`config.mk`:
```
export PLATFORM = sky130hd
export DESIGN_NAME = victim_select
export DESIGN_NICKNAME = d
export VERILOG_FILES = /design/src/rtl/victim_select_pkg.sv /design/src/rtl/victim_select_valid.sv /design/src/rtl/victim_select_plru.sv /design/src/rtl/victim_select_rr.sv /design/src/rtl/victim_select.sv
export SDC_FILE = /design/constraint.sdc
export NUM_CORES = 1
export LEC_CHECK = 0
export BUFFER_PORTS_ARGS = -buffer_cell sky130_fd_sc_hd__buf_2
export CORE_ASPECT_RATIO = 2
export CORE_MARGIN = 8
export CORE_UTILIZATION = 46
export DETAILED_ROUTE_END_ITERATION = 6
export PLACE_DENSITY = 0.67
export REMOVE_ABC_BUFFERS = 1
export SLEW_MARGIN = 30
export SYNTH_ARGS = -nofsm -noshare
export SYNTH_HDL_FRONTEND = slang
export SYNTH_SLANG_ARGS = --single-unit
export TNS_END_PERCENT = 20
```
`constraint.sdc`:
```
create_clock -name clk -period 1.6 [get_ports clk]
set_input_delay 0.32 -clock clk [delete_from_list [all_inputs] [get_ports clk]]
set_output_delay 0.32 -clock clk [all_outputs]
set_load 0.01 [all_outputs]
```
`src/rtl/victim_select_pkg.sv`:
```
package victim_select_pkg;

   typedef enum logic [1:0] {
      POL_TREE       = 2'd0,
      POL_ROUND      = 2'd1,
      POL_ROUND_SKIP = 2'd2
   } repl_policy_e;

   localparam int unsigned MAX_WAYS = 64;
   localparam int unsigned MAX_SETS = 1024;

endpackage

```
`src/rtl/victim_select_valid.sv`:
```
module victim_select_valid #(
   parameter  int unsigned NUM_SETS = 4,
   parameter  int unsigned NUM_WAYS = 4,
   localparam int unsigned SET_W    = $clog2(NUM_SETS),
   localparam int unsigned WAY_W    = $clog2(NUM_WAYS)
) (
   input  logic             clk,
   input  logic             rst_n,
   input  logic [SET_W-1:0] set_idx,
   input  logic             fill_en,
   input  logic [WAY_W-1:0] fill_way,
   output logic             any_invalid,
   output logic [WAY_W-1:0] first_invalid
);

   logic [NUM_WAYS-1:0] vld_q [NUM_SETS];
   logic [NUM_WAYS-1:0] cur_vld;

   for (genvar s = 0; s < NUM_SETS; s++) begin : g_set
      always_ff @(posedge clk or negedge rst_n) begin
         if (!rst_n) begin
            vld_q[s] <= '0;
         end else if (fill_en && (set_idx == SET_W'(s))) begin
            vld_q[s][fill_way] <= 1'b1;
         end
      end
   end

   assign cur_vld     = vld_q[set_idx];
   assign any_invalid = ~&cur_vld;

   // Scan from the top so the lowest empty way is the last one written.
   always_comb begin
      first_invalid = '0;
      for (int w = int'(NUM_WAYS) - 1; w >= 0; w--) begin
         if (!cur_vld[w]) begin
            first_invalid = WAY_W'(w);
         end
      end
   end

endmodule

```
`src/rtl/victim_select_plru.sv`:
```
module victim_select_plru #(
   parameter  int unsigned NUM_SETS = 4,
   parameter  int unsigned NUM_WAYS = 4,
   localparam int unsigned SET_W    = $clog2(NUM_SETS),
   localparam int unsigned WAY_W    = $clog2(NUM_WAYS),
   localparam int unsigned NODES    = NUM_WAYS - 1
) (
   input  logic             clk,
   input  logic             rst_n,
   input  logic [SET_W-1:0] set_idx,
   input  logic             upd_en,
   input  logic [WAY_W-1:0] upd_way,
   output logic [WAY_W-1:0] pick_way
);

   logic [NODES-1:0] tree_q [NUM_SETS];
   logic [NODES-1:0] cur_tree;
   logic [NODES-1:0] path_mask;
   logic [NODES-1:0] away_bits;
   logic [NODES-1:0] tree_nxt;

   assign cur_tree = tree_q[set_idx];

   // Node n sits at depth floor(log2(n+1)), at position n+1-2^depth within its level.
   for (genvar n = 0; n < NODES; n++) begin : g_node
      localparam int unsigned LVL = $clog2(n + 2) - 1;
      localparam int unsigned POS = n + 1 - (1 << LVL);
      assign path_mask[n] = ((upd_way >> (WAY_W - LVL)) == WAY_W'(POS));
      assign away_bits[n] = ~upd_way[WAY_W-1-LVL];
   end

   assign tree_nxt = (cur_tree & ~path_mask) | (away_bits & path_mask);

   for (genvar s = 0; s < NUM_SETS; s++) begin : g_set
      always_ff @(posedge clk or negedge rst_n) begin
         if (!rst_n) begin
            tree_q[s] <= '0;
         end else if (upd_en && (set_idx == SET_W'(s))) begin
            tree_q[s] <= tree_nxt;
         end
      end
   end

   always_comb begin
      int   node;
      logic dir;
      node = 0;
      for (int l = 0; l < int'(WAY_W); l++) begin
         dir = 1'b0;
         for (int n = 0; n < int'(NODES); n++) begin
            if (n == node) begin
               dir = cur_tree[n];
            end
         end
         node = 2 * node + 1 + (dir ? 1 : 0);
      end
      pick_way = WAY_W'(node - int'(NODES));
   end

endmodule

```
`src/rtl/victim_select_rr.sv`:
```
module victim_select_rr #(
   parameter  int unsigned NUM_SETS = 4,
   parameter  int unsigned NUM_WAYS = 4,
   parameter  bit          SKIP_MRU = 1'b0,
   localparam int unsigned SET_W    = $clog2(NUM_SETS),
   localparam int unsigned WAY_W    = $clog2(NUM_WAYS)
) (
   input  logic             clk,
   input  logic             rst_n,
   input  logic [SET_W-1:0] set_idx,
   input  logic             touch_en,
   input  logic [WAY_W-1:0] touch_way,
   input  logic             adv_en,
   output logic [WAY_W-1:0] pick_way
);

   logic [WAY_W-1:0] ptr_q [NUM_SETS];
   logic [WAY_W-1:0] cur_ptr;

   for (genvar s = 0; s < NUM_SETS; s++) begin : g_ptr
      always_ff @(posedge clk or negedge rst_n) begin
         if (!rst_n) begin
            ptr_q[s] <= '0;
         end else if (adv_en && (set_idx == SET_W'(s))) begin
            ptr_q[s] <= ptr_q[s] + WAY_W'(1);
         end
      end
   end

   assign cur_ptr = ptr_q[set_idx];

   if (SKIP_MRU) begin : g_skip
      logic [WAY_W-1:0] mru_q [NUM_SETS];
      logic [WAY_W-1:0] cur_mru;

      for (genvar s = 0; s < NUM_SETS; s++) begin : g_mru
         always_ff @(posedge clk or negedge rst_n) begin
            if (!rst_n) begin
               mru_q[s] <= '0;
            end else if (touch_en && (set_idx == SET_W'(s))) begin
               mru_q[s] <= touch_way;
            end
         end
      end

      assign cur_mru  = mru_q[set_idx];
      assign pick_way = (cur_ptr == cur_mru) ? cur_ptr + WAY_W'(1) : cur_ptr;
   end else begin : g_plain
      logic unused_touch;
      assign unused_touch = ^{touch_en, touch_way};
      assign pick_way     = cur_ptr;
   end

endmodule

```
`src/rtl/victim_select.sv`:
```
module victim_select
   import victim_select_pkg::*;
#(
   parameter  int unsigned  NUM_SETS = 4,
   parameter  int unsigned  NUM_WAYS = 4,
   parameter  repl_policy_e POLICY   = POL_TREE,
   localparam int unsigned  SET_W    = $clog2(NUM_SETS),
   localparam int unsigned  WAY_W    = $clog2(NUM_WAYS)
) (
   input  logic             clk,
   input  logic             rst_n,
   input  logic [SET_W-1:0] set_idx,
   input  logic             acc_valid,
   input  logic             acc_hit,
   input  logic [WAY_W-1:0] hit_way,
   input  logic [WAY_W-1:0] fill_way,
   output logic [WAY_W-1:0] victim_way
);

   if (NUM_WAYS < 2 || NUM_WAYS > MAX_WAYS || (NUM_WAYS & (NUM_WAYS - 1)) != 0) begin : g_bad_ways
      $error("victim_select: NUM_WAYS must be a power of two between 2 and MAX_WAYS");
   end
   if (NUM_SETS < 2 || NUM_SETS > MAX_SETS || (NUM_SETS & (NUM_SETS - 1)) != 0) begin : g_bad_sets
      $error("victim_select: NUM_SETS must be a power of two between 2 and MAX_SETS");
   end

   logic             miss_fill;
   logic [WAY_W-1:0] touched_way;
   logic             any_invalid;
   logic [WAY_W-1:0] first_invalid;
   logic [WAY_W-1:0] policy_way;

   assign miss_fill   = acc_valid & ~acc_hit;
   assign touched_way = acc_hit ? hit_way : fill_way;

   victim_select_valid #(
      .NUM_SETS (NUM_SETS),
      .NUM_WAYS (NUM_WAYS)
   ) u_valid (
      .clk           (clk),
      .rst_n         (rst_n),
      .set_idx       (set_idx),
      .fill_en       (miss_fill),
      .fill_way      (fill_way),
      .any_invalid   (any_invalid),
      .first_invalid (first_invalid)
   );

   if (POLICY == POL_TREE) begin : g_tree
      victim_select_plru #(
         .NUM_SETS (NUM_SETS),
         .NUM_WAYS (NUM_WAYS)
      ) u_plru (
         .clk      (clk),
         .rst_n    (rst_n),
         .set_idx  (set_idx),
         .upd_en   (acc_valid),
         .upd_way  (touched_way),
         .pick_way (policy_way)
      );
   end else begin : g_round
      victim_select_rr #(
         .NUM_SETS (NUM_SETS),
         .NUM_WAYS (NUM_WAYS),
         .SKIP_MRU (POLICY == POL_ROUND_SKIP)
      ) u_rr (
         .clk       (clk),
         .rst_n     (rst_n),
         .set_idx   (set_idx),
         .touch_en  (acc_valid),
         .touch_way (touched_way),
         .adv_en    (miss_fill),
         .pick_way  (policy_way)
      );
   end

   assign victim_way = any_invalid ? first_invalid : policy_way;

endmodule

```
# --- After elaboration in Yosys (flattened, before gate mapping) ---
# Index checks and enable logic that the tools add are counted.
word_totals:
  elab_cells: 65
  out_inout_bits: 2
  reg_bits: 28
op_classes:
  n_reduce_logical: 13
  n_mux: 19
  n_eq_ne: 5
  order_cmp: 3
  addsub: 4
  bitwise: 13
op_table:
  columns: ["operator", "n"]
  rows:
  - ["$eq 2x32->1 const A", 1]
  - ["$eq 3x32->1 const A", 1]
  - ["$logic_not 32->1", 1]
  - ["$or 4x4->4", 4]
  - ["$mux 2", 6]
  - ["$logic_and 1x1->1", 9]
  - ["$bmux 4 s2", 1]
  - ["$mux 4", 2]
  - ["$and 3x3->3", 2]
  - ["$bmux 3 s2", 1]
  - ["$mux 1", 6]
  - ["$mux 3", 2]
  - ["$eq 2x2->1 const B", 2]
  - ["$logic_not 2->1", 2]
  - ["$reduce_and 4->1", 1]
  - ["$ge 3x3->1 const B", 1]
  - ["$lt 2x3->1 const B", 1]
  - ["$not 1->1", 3]
  - ["$not 2->3", 1]
  - ["$not 3->3", 1]
  - ["$or 3x3->3", 1]
  - ["$add 1x1->2 const A", 1]
  - ["$add 2x2->2", 1]
  - ["$add 2x2->2 const B", 1]
  - ["other kinds (5)", 5]

# --- Logic depth before layout (Yosys ltp) ---
logic_depth:
  depth_word: 14
  depth_mapped: 5

# --- Hierarchy ---
# From an unflattened synthesis, not the netlist that was laid out.
unflattened:
  cells_unflattened: 122
  hier_area_um2: 1421.4
modules_own_cells:
  columns: ["module", "n_inst", "cells_each", "area_each_um2", "seq_area_each_um2"]
  rows:
  - ["victim_select_valid", 1, 58, 744.5, 400.4]
  - ["victim_select_plru", 1, 59, 618.1, 300.3]
  - ["victim_select", 1, 5, 58.8, 0.0]

# --- Worst setup path after synthesis ---
# Ideal clock, no wire load.
synth_timing:
  path_kind: "in2out"
  start: "input port set_idx[0]"
  end: "output port victim_way[0]"
  slack_ps: -272
  arrival_time_ps: 1552
  path_stages: 4
  path_cell_list: "buf_6 mux4_1 mux2i_1 a311oi_1"
synth_between:
  elab_chain_len: 14
synth_rtl:
  columns: ["item", "line_no", "source"]
  rows:
  - ["from (decl)", "victim_select.sv:12", "input logic [SET_W-1:0] set_idx,"]
  - ["$not 2->3 (not written as such) *", "victim_select_valid.sv:29, victim_select_plru.sv:22", null]
  - ["$bmux 3 s2", "victim_select_plru.sv:22", "assign cur_tree = tree_q[set_idx];"]
  - ["$mux 3 (not written as such) (2 in series)", "victim_select_plru.sv:22", null]
  - ["$mux 1", "victim_select_plru.sv:55", "node = 2 * node + 1 + (dir ? 1 : 0);"]
  - ["$add 1x1->2", "victim_select_plru.sv:55", null]
  - ["$logic_not 32->1", "victim_select_plru.sv:51", "if (n == node) begin"]
  - ["$mux 1 (3 in series)", "victim_select_plru.sv:51", null]
  - ["$mux 1", "victim_select_plru.sv:55", null]
  - ["$add 2x2->2", "victim_select_plru.sv:55", null]
  - ["$sub 2x1->2", "victim_select_plru.sv:57", "pick_way = WAY_W'(node - int'(NODES));"]
  - ["$mux 2 *", "victim_select.sv:77", "assign victim_way = any_invalid ? first_invalid : policy_way;"]
  - ["to (decl)", "victim_select.sv:17", "output logic [WAY_W-1:0] victim_way"]
# Mark *: on every way between the ends. The rest lies on a longest branch, timed or not. The select of a mux whose other input is x is not followed.

# --- Final worst setup path ---
layout_timing:
  start: "register u_valid.vld_q[1] (netlist name)"
  end: "output port victim_way[0]"
layout_between:
  elab_chain_len: 6
layout_rtl:
  columns: ["item", "line_no", "source"]
  rows:
  - ["from (decl)", "victim_select_valid.sv:16", "logic [NUM_WAYS-1:0] vld_q [NUM_SETS];"]
  - ["from (signal, indexed assignment)", "victim_select_valid.sv:22", "vld_q[s] <= '0;"]
  - ["from (signal, indexed assignment)", "victim_select_valid.sv:24", "vld_q[s][fill_way] <= 1'b1;"]
  - ["$bmux 4 s2 *", "victim_select_valid.sv:29", "assign cur_vld = vld_q[set_idx];"]
  - ["$mux 4 (not written as such) * (2 in series)", "victim_select_valid.sv:29", null]
  - ["$mux 2 (2 in series)", "victim_select_valid.sv:36", "if (!cur_vld[w]) begin"]
  - ["$mux 2 *", "victim_select.sv:77", null]
# Marks and branches as above.

==> metrics.yaml <==
worst_setup_path:
  critPathMaxFanout: 2
  cp_cell_sequence: "mux4_2, buf_6, a311oi_1, buf_2"
  slowest_stage: "mux4_2"
  critical-path-top-delay-family: "multiplexers"
  crit_buf_inv: 2
  end_kind: "primary output"
  required_ns: 1.28
  reg2reg_from: "g_tree.u_plru.tree_q[8]$_DFFE_PN0P_"
  cp-start-kind: "flip-flop"
  crit_arrival_ns: 1.69
  critical_path_class: "flip-flop to primary output"
  cp-startpoint: "u_valid.vld_q[1]$_DFFE_PN0P_"
  critPathMaxStageDelay_ns: 0.50
sta:
  min_period_over_period_pct: 126
  maxSlewHeadroom_pct: 59.4
  skew_ns: 0.000919
  setup_viol: 2
  max_freq_ghz: 0.497
  grt_setup_unrepaired: "true"
  tns_ns: -0.667
  hold_viol: 0
  worstMarginPinSlew_ns: 0.608
  min_period_ns: 2.01
  drv_slew: 0
  layout_setup_ws_ns: -0.413
  holdWs_ns: 0.0426
layout:
  areaGrowthSynthToFinish_pct: 19.8
  final_cell_area_mm2: 0.00159
  nFillCells: 232
  drive_gt1_share_pct: 33.3
  seq_area_um2: 701
  n_antenna_cell: 0
  multi_input_area_um2: 577
  nets: 146
yosys:
  yosys.area.top_type: "dfrtp_1"
  ys_seq_area_share_pct: 52.9
  ys_types: 28
  synthArstFlopShare_pct: 100
  synth_top_area_share_pct: 52.9
  synth-edff-count: 0
  syn_inst: 107
  synthTopCellsByArea: "dfrtp_1, mux4_1, a21o_1"
  syn-mean-instance-area_um2: 12.4
  synth_warnings: 0
  synth_seq_cells: 28
  yosys_most_used_dff: "dfrtp_1"
  synth.cell_area_mm2: 0.00132
clocking:
  root_buffer: "clkbuf_8"
  cts_tree: "yes"
  clk_pin_slew_ns: 0.09
  cts_hold_buffers: 0
  cts_max_path_buffers: 2
  cts_buffers: 3
  htreeDepth: 1
  clock-sinks: 28
  clk_latency_ns: 0.27
power:
  power_frac_seq_pct: 50.9
  power.density_mw_per_mm2: 1170
  switchingPower_uw: 508
  switching_share_pct: 27.3
  clock_power_share_pct: 23.1
  p_leak_nw: 0.753
  power_mw: 1.86
  ir_worst_vdd_uv: 833
  combPwrFrac_pct: 26.0
  intPower_mw: 1.35
place:
  postPlaceCellArea_mm2: 0.00150
  gp_congestion: 0.829
  io_buffers: 11
  dp_hpwl_mm: 2.26
route:
  drt_iter0_drc: 24
  final_antenna_net_count: 0
  wl_mm: 2.84
  dr.pass1.iters: 4
  viasPerCell: 5.79
  drt-wirelength-per-cell_um: 17.3
  drcViolationCount: 0
  num_vias: 950
floorplan:
  fp-row-count: 27
  die_area_mm2: 0.00495
  die_x_um: 53.9
  ios: 12
  coreArea_mm2: 0.00274
  floorplan.initialDensity_pct: 48.4
  die_y_um: 91.9
grt:
  antenna_found_initial: 0
  overflow: 0
  grt_usage_pct: 13.2
  grt_pass1_vias: 1063
  grt_pass1_wl_mm: 4.94
  grt_start_max_net_pins: 29
hold_path:
  worstHoldPathType: "input port to asynchronous set/reset pin"
outcome:
  violations: "negative setup slack"
  status: "finished with violations"
flow_run:
  maxCapViolCount: 0
metrics by stage:
stage / cells / utilization, % / setup slack (ns)
2_1_floorplan: 102 / - / -0.142
4_1_cts: 164 / 57.5 / -0.421
3_5_place_dp: 159 / 55.0 / -0.370
5_1_grt: 164 / 57.9 / -0.543
3_3_place_gp: 159 / 55.0 / -0.349
6_report: 164 / 57.9 / -0.413
cell usage in the layout, fill, tap and decap left out, drive strengths merged:
cell type	Yosys	final
buf	3	29
dfrtp	28	28
nand2	11	11
a21o	9	9
o21ai	9	9
mux4	7	7
inv	6	6
mux2i	5	5
clkbuf	2	4
o21bai	3	3
nor3b	3	3
a31o	3	3
nor2	3	3
nor2b	3	3
nand3b	2	2
a21oi	2	2
a311oi	1	1
a31oi	1	1
mux2	1	1
nand3	1	1
nand4b	1	1
nand2b	1	1
nor3	1	1
o31ai	1	1
sequential cells by signal (all words and copies together) (netlist names):
name,flops
g_tree.u_plru.tree_q,12
u_valid.vld_q,16
layout make-up:
cell class | instances | area share, %
Sequential cell | 28 | 44.2
Timing Repair Buffer | 29 | 12.2
Inverter | 6 | 1.42
Tap cell | 29 | 2.29
Multi-Input combinational cell | 68 | 36.4
Clock buffer | 4 | 3.47
final timing paths:
kind | endpoint | slack [ns] | cells past startpoint
worst max-delay path | victim_way[0] | -0.41 | 4
worst min-delay path | u_valid.vld_q[13]$_DFFE_PN0P_ | 0.04 | 1
worst max register to register | g_tree.u_plru.tree_q[5]$_DFFE_PN0P_ | 0.09 | 4
worst min register to register | u_valid.vld_q[6]$_DFFE_PN0P_ | 0.46 | 1
max in group asynchronous | g_tree.u_plru.tree_q[3]$_DFFE_PN0P_ | 1.15 | 1
min in group clk | u_valid.vld_q[0]$_DFFE_PN0P_ | 0.35 | 2
what timing repair did:
action | 4_1_cts | 5_1_grt
resized for setup | 5 | 2
buffers inserted | 1 | 0
endpoints found under the setup margin | 5 | 6
pin swaps | 1 | 0
kinds of logic (layout without fill, tap and decap cells):
logic type | Yosys count | in the layout | synth area share [%]
compound gates | 29 | 29 | 14.7
flops | 28 | 28 | 52.9
simple gates | 26 | 26 | 10.1
mux | 13 | 13 | 17.7
buf+inv | 11 | 39 | 4.63
routing by layer:
metal	wire [µm]	GRT usage, %	vias to the layer above
met1	1120	14.1	480
met5	0	0	-
met2	1540	23.2	21
met3	105	2.43	7
met4	76	5.93	0
li1	-	-	442
cells in the mapped netlist (2+ instances only):
cell / n
o21ai_0: 7
mux2i_1: 5
nor2_1: 3
clkbuf_1: 2
o21ai_1: 2
mux4_2: 3
nor2b_1: 3
o21bai_1: 3
inv_1: 6
a21o_1: 9
nand2_1: 11
a21oi_1: 2
nor3b_1: 3
dfrtp_1: 28
mux4_1: 4
nand3b_1: 2
a31o_2: 3
power groups by stage:
stage                     combinational [mW]  clock, mW  sequential [mW]
after floorplan                        0.271          0            0.919
after global placement                 0.423          0            0.958
after detailed placement               0.446          0            0.960
after CTS                              0.479      0.440            0.947
after global routing                   0.539      0.465            0.964
final                                  0.484      0.430            0.947
No activity file was read; power rests on OpenSTA's default activity.
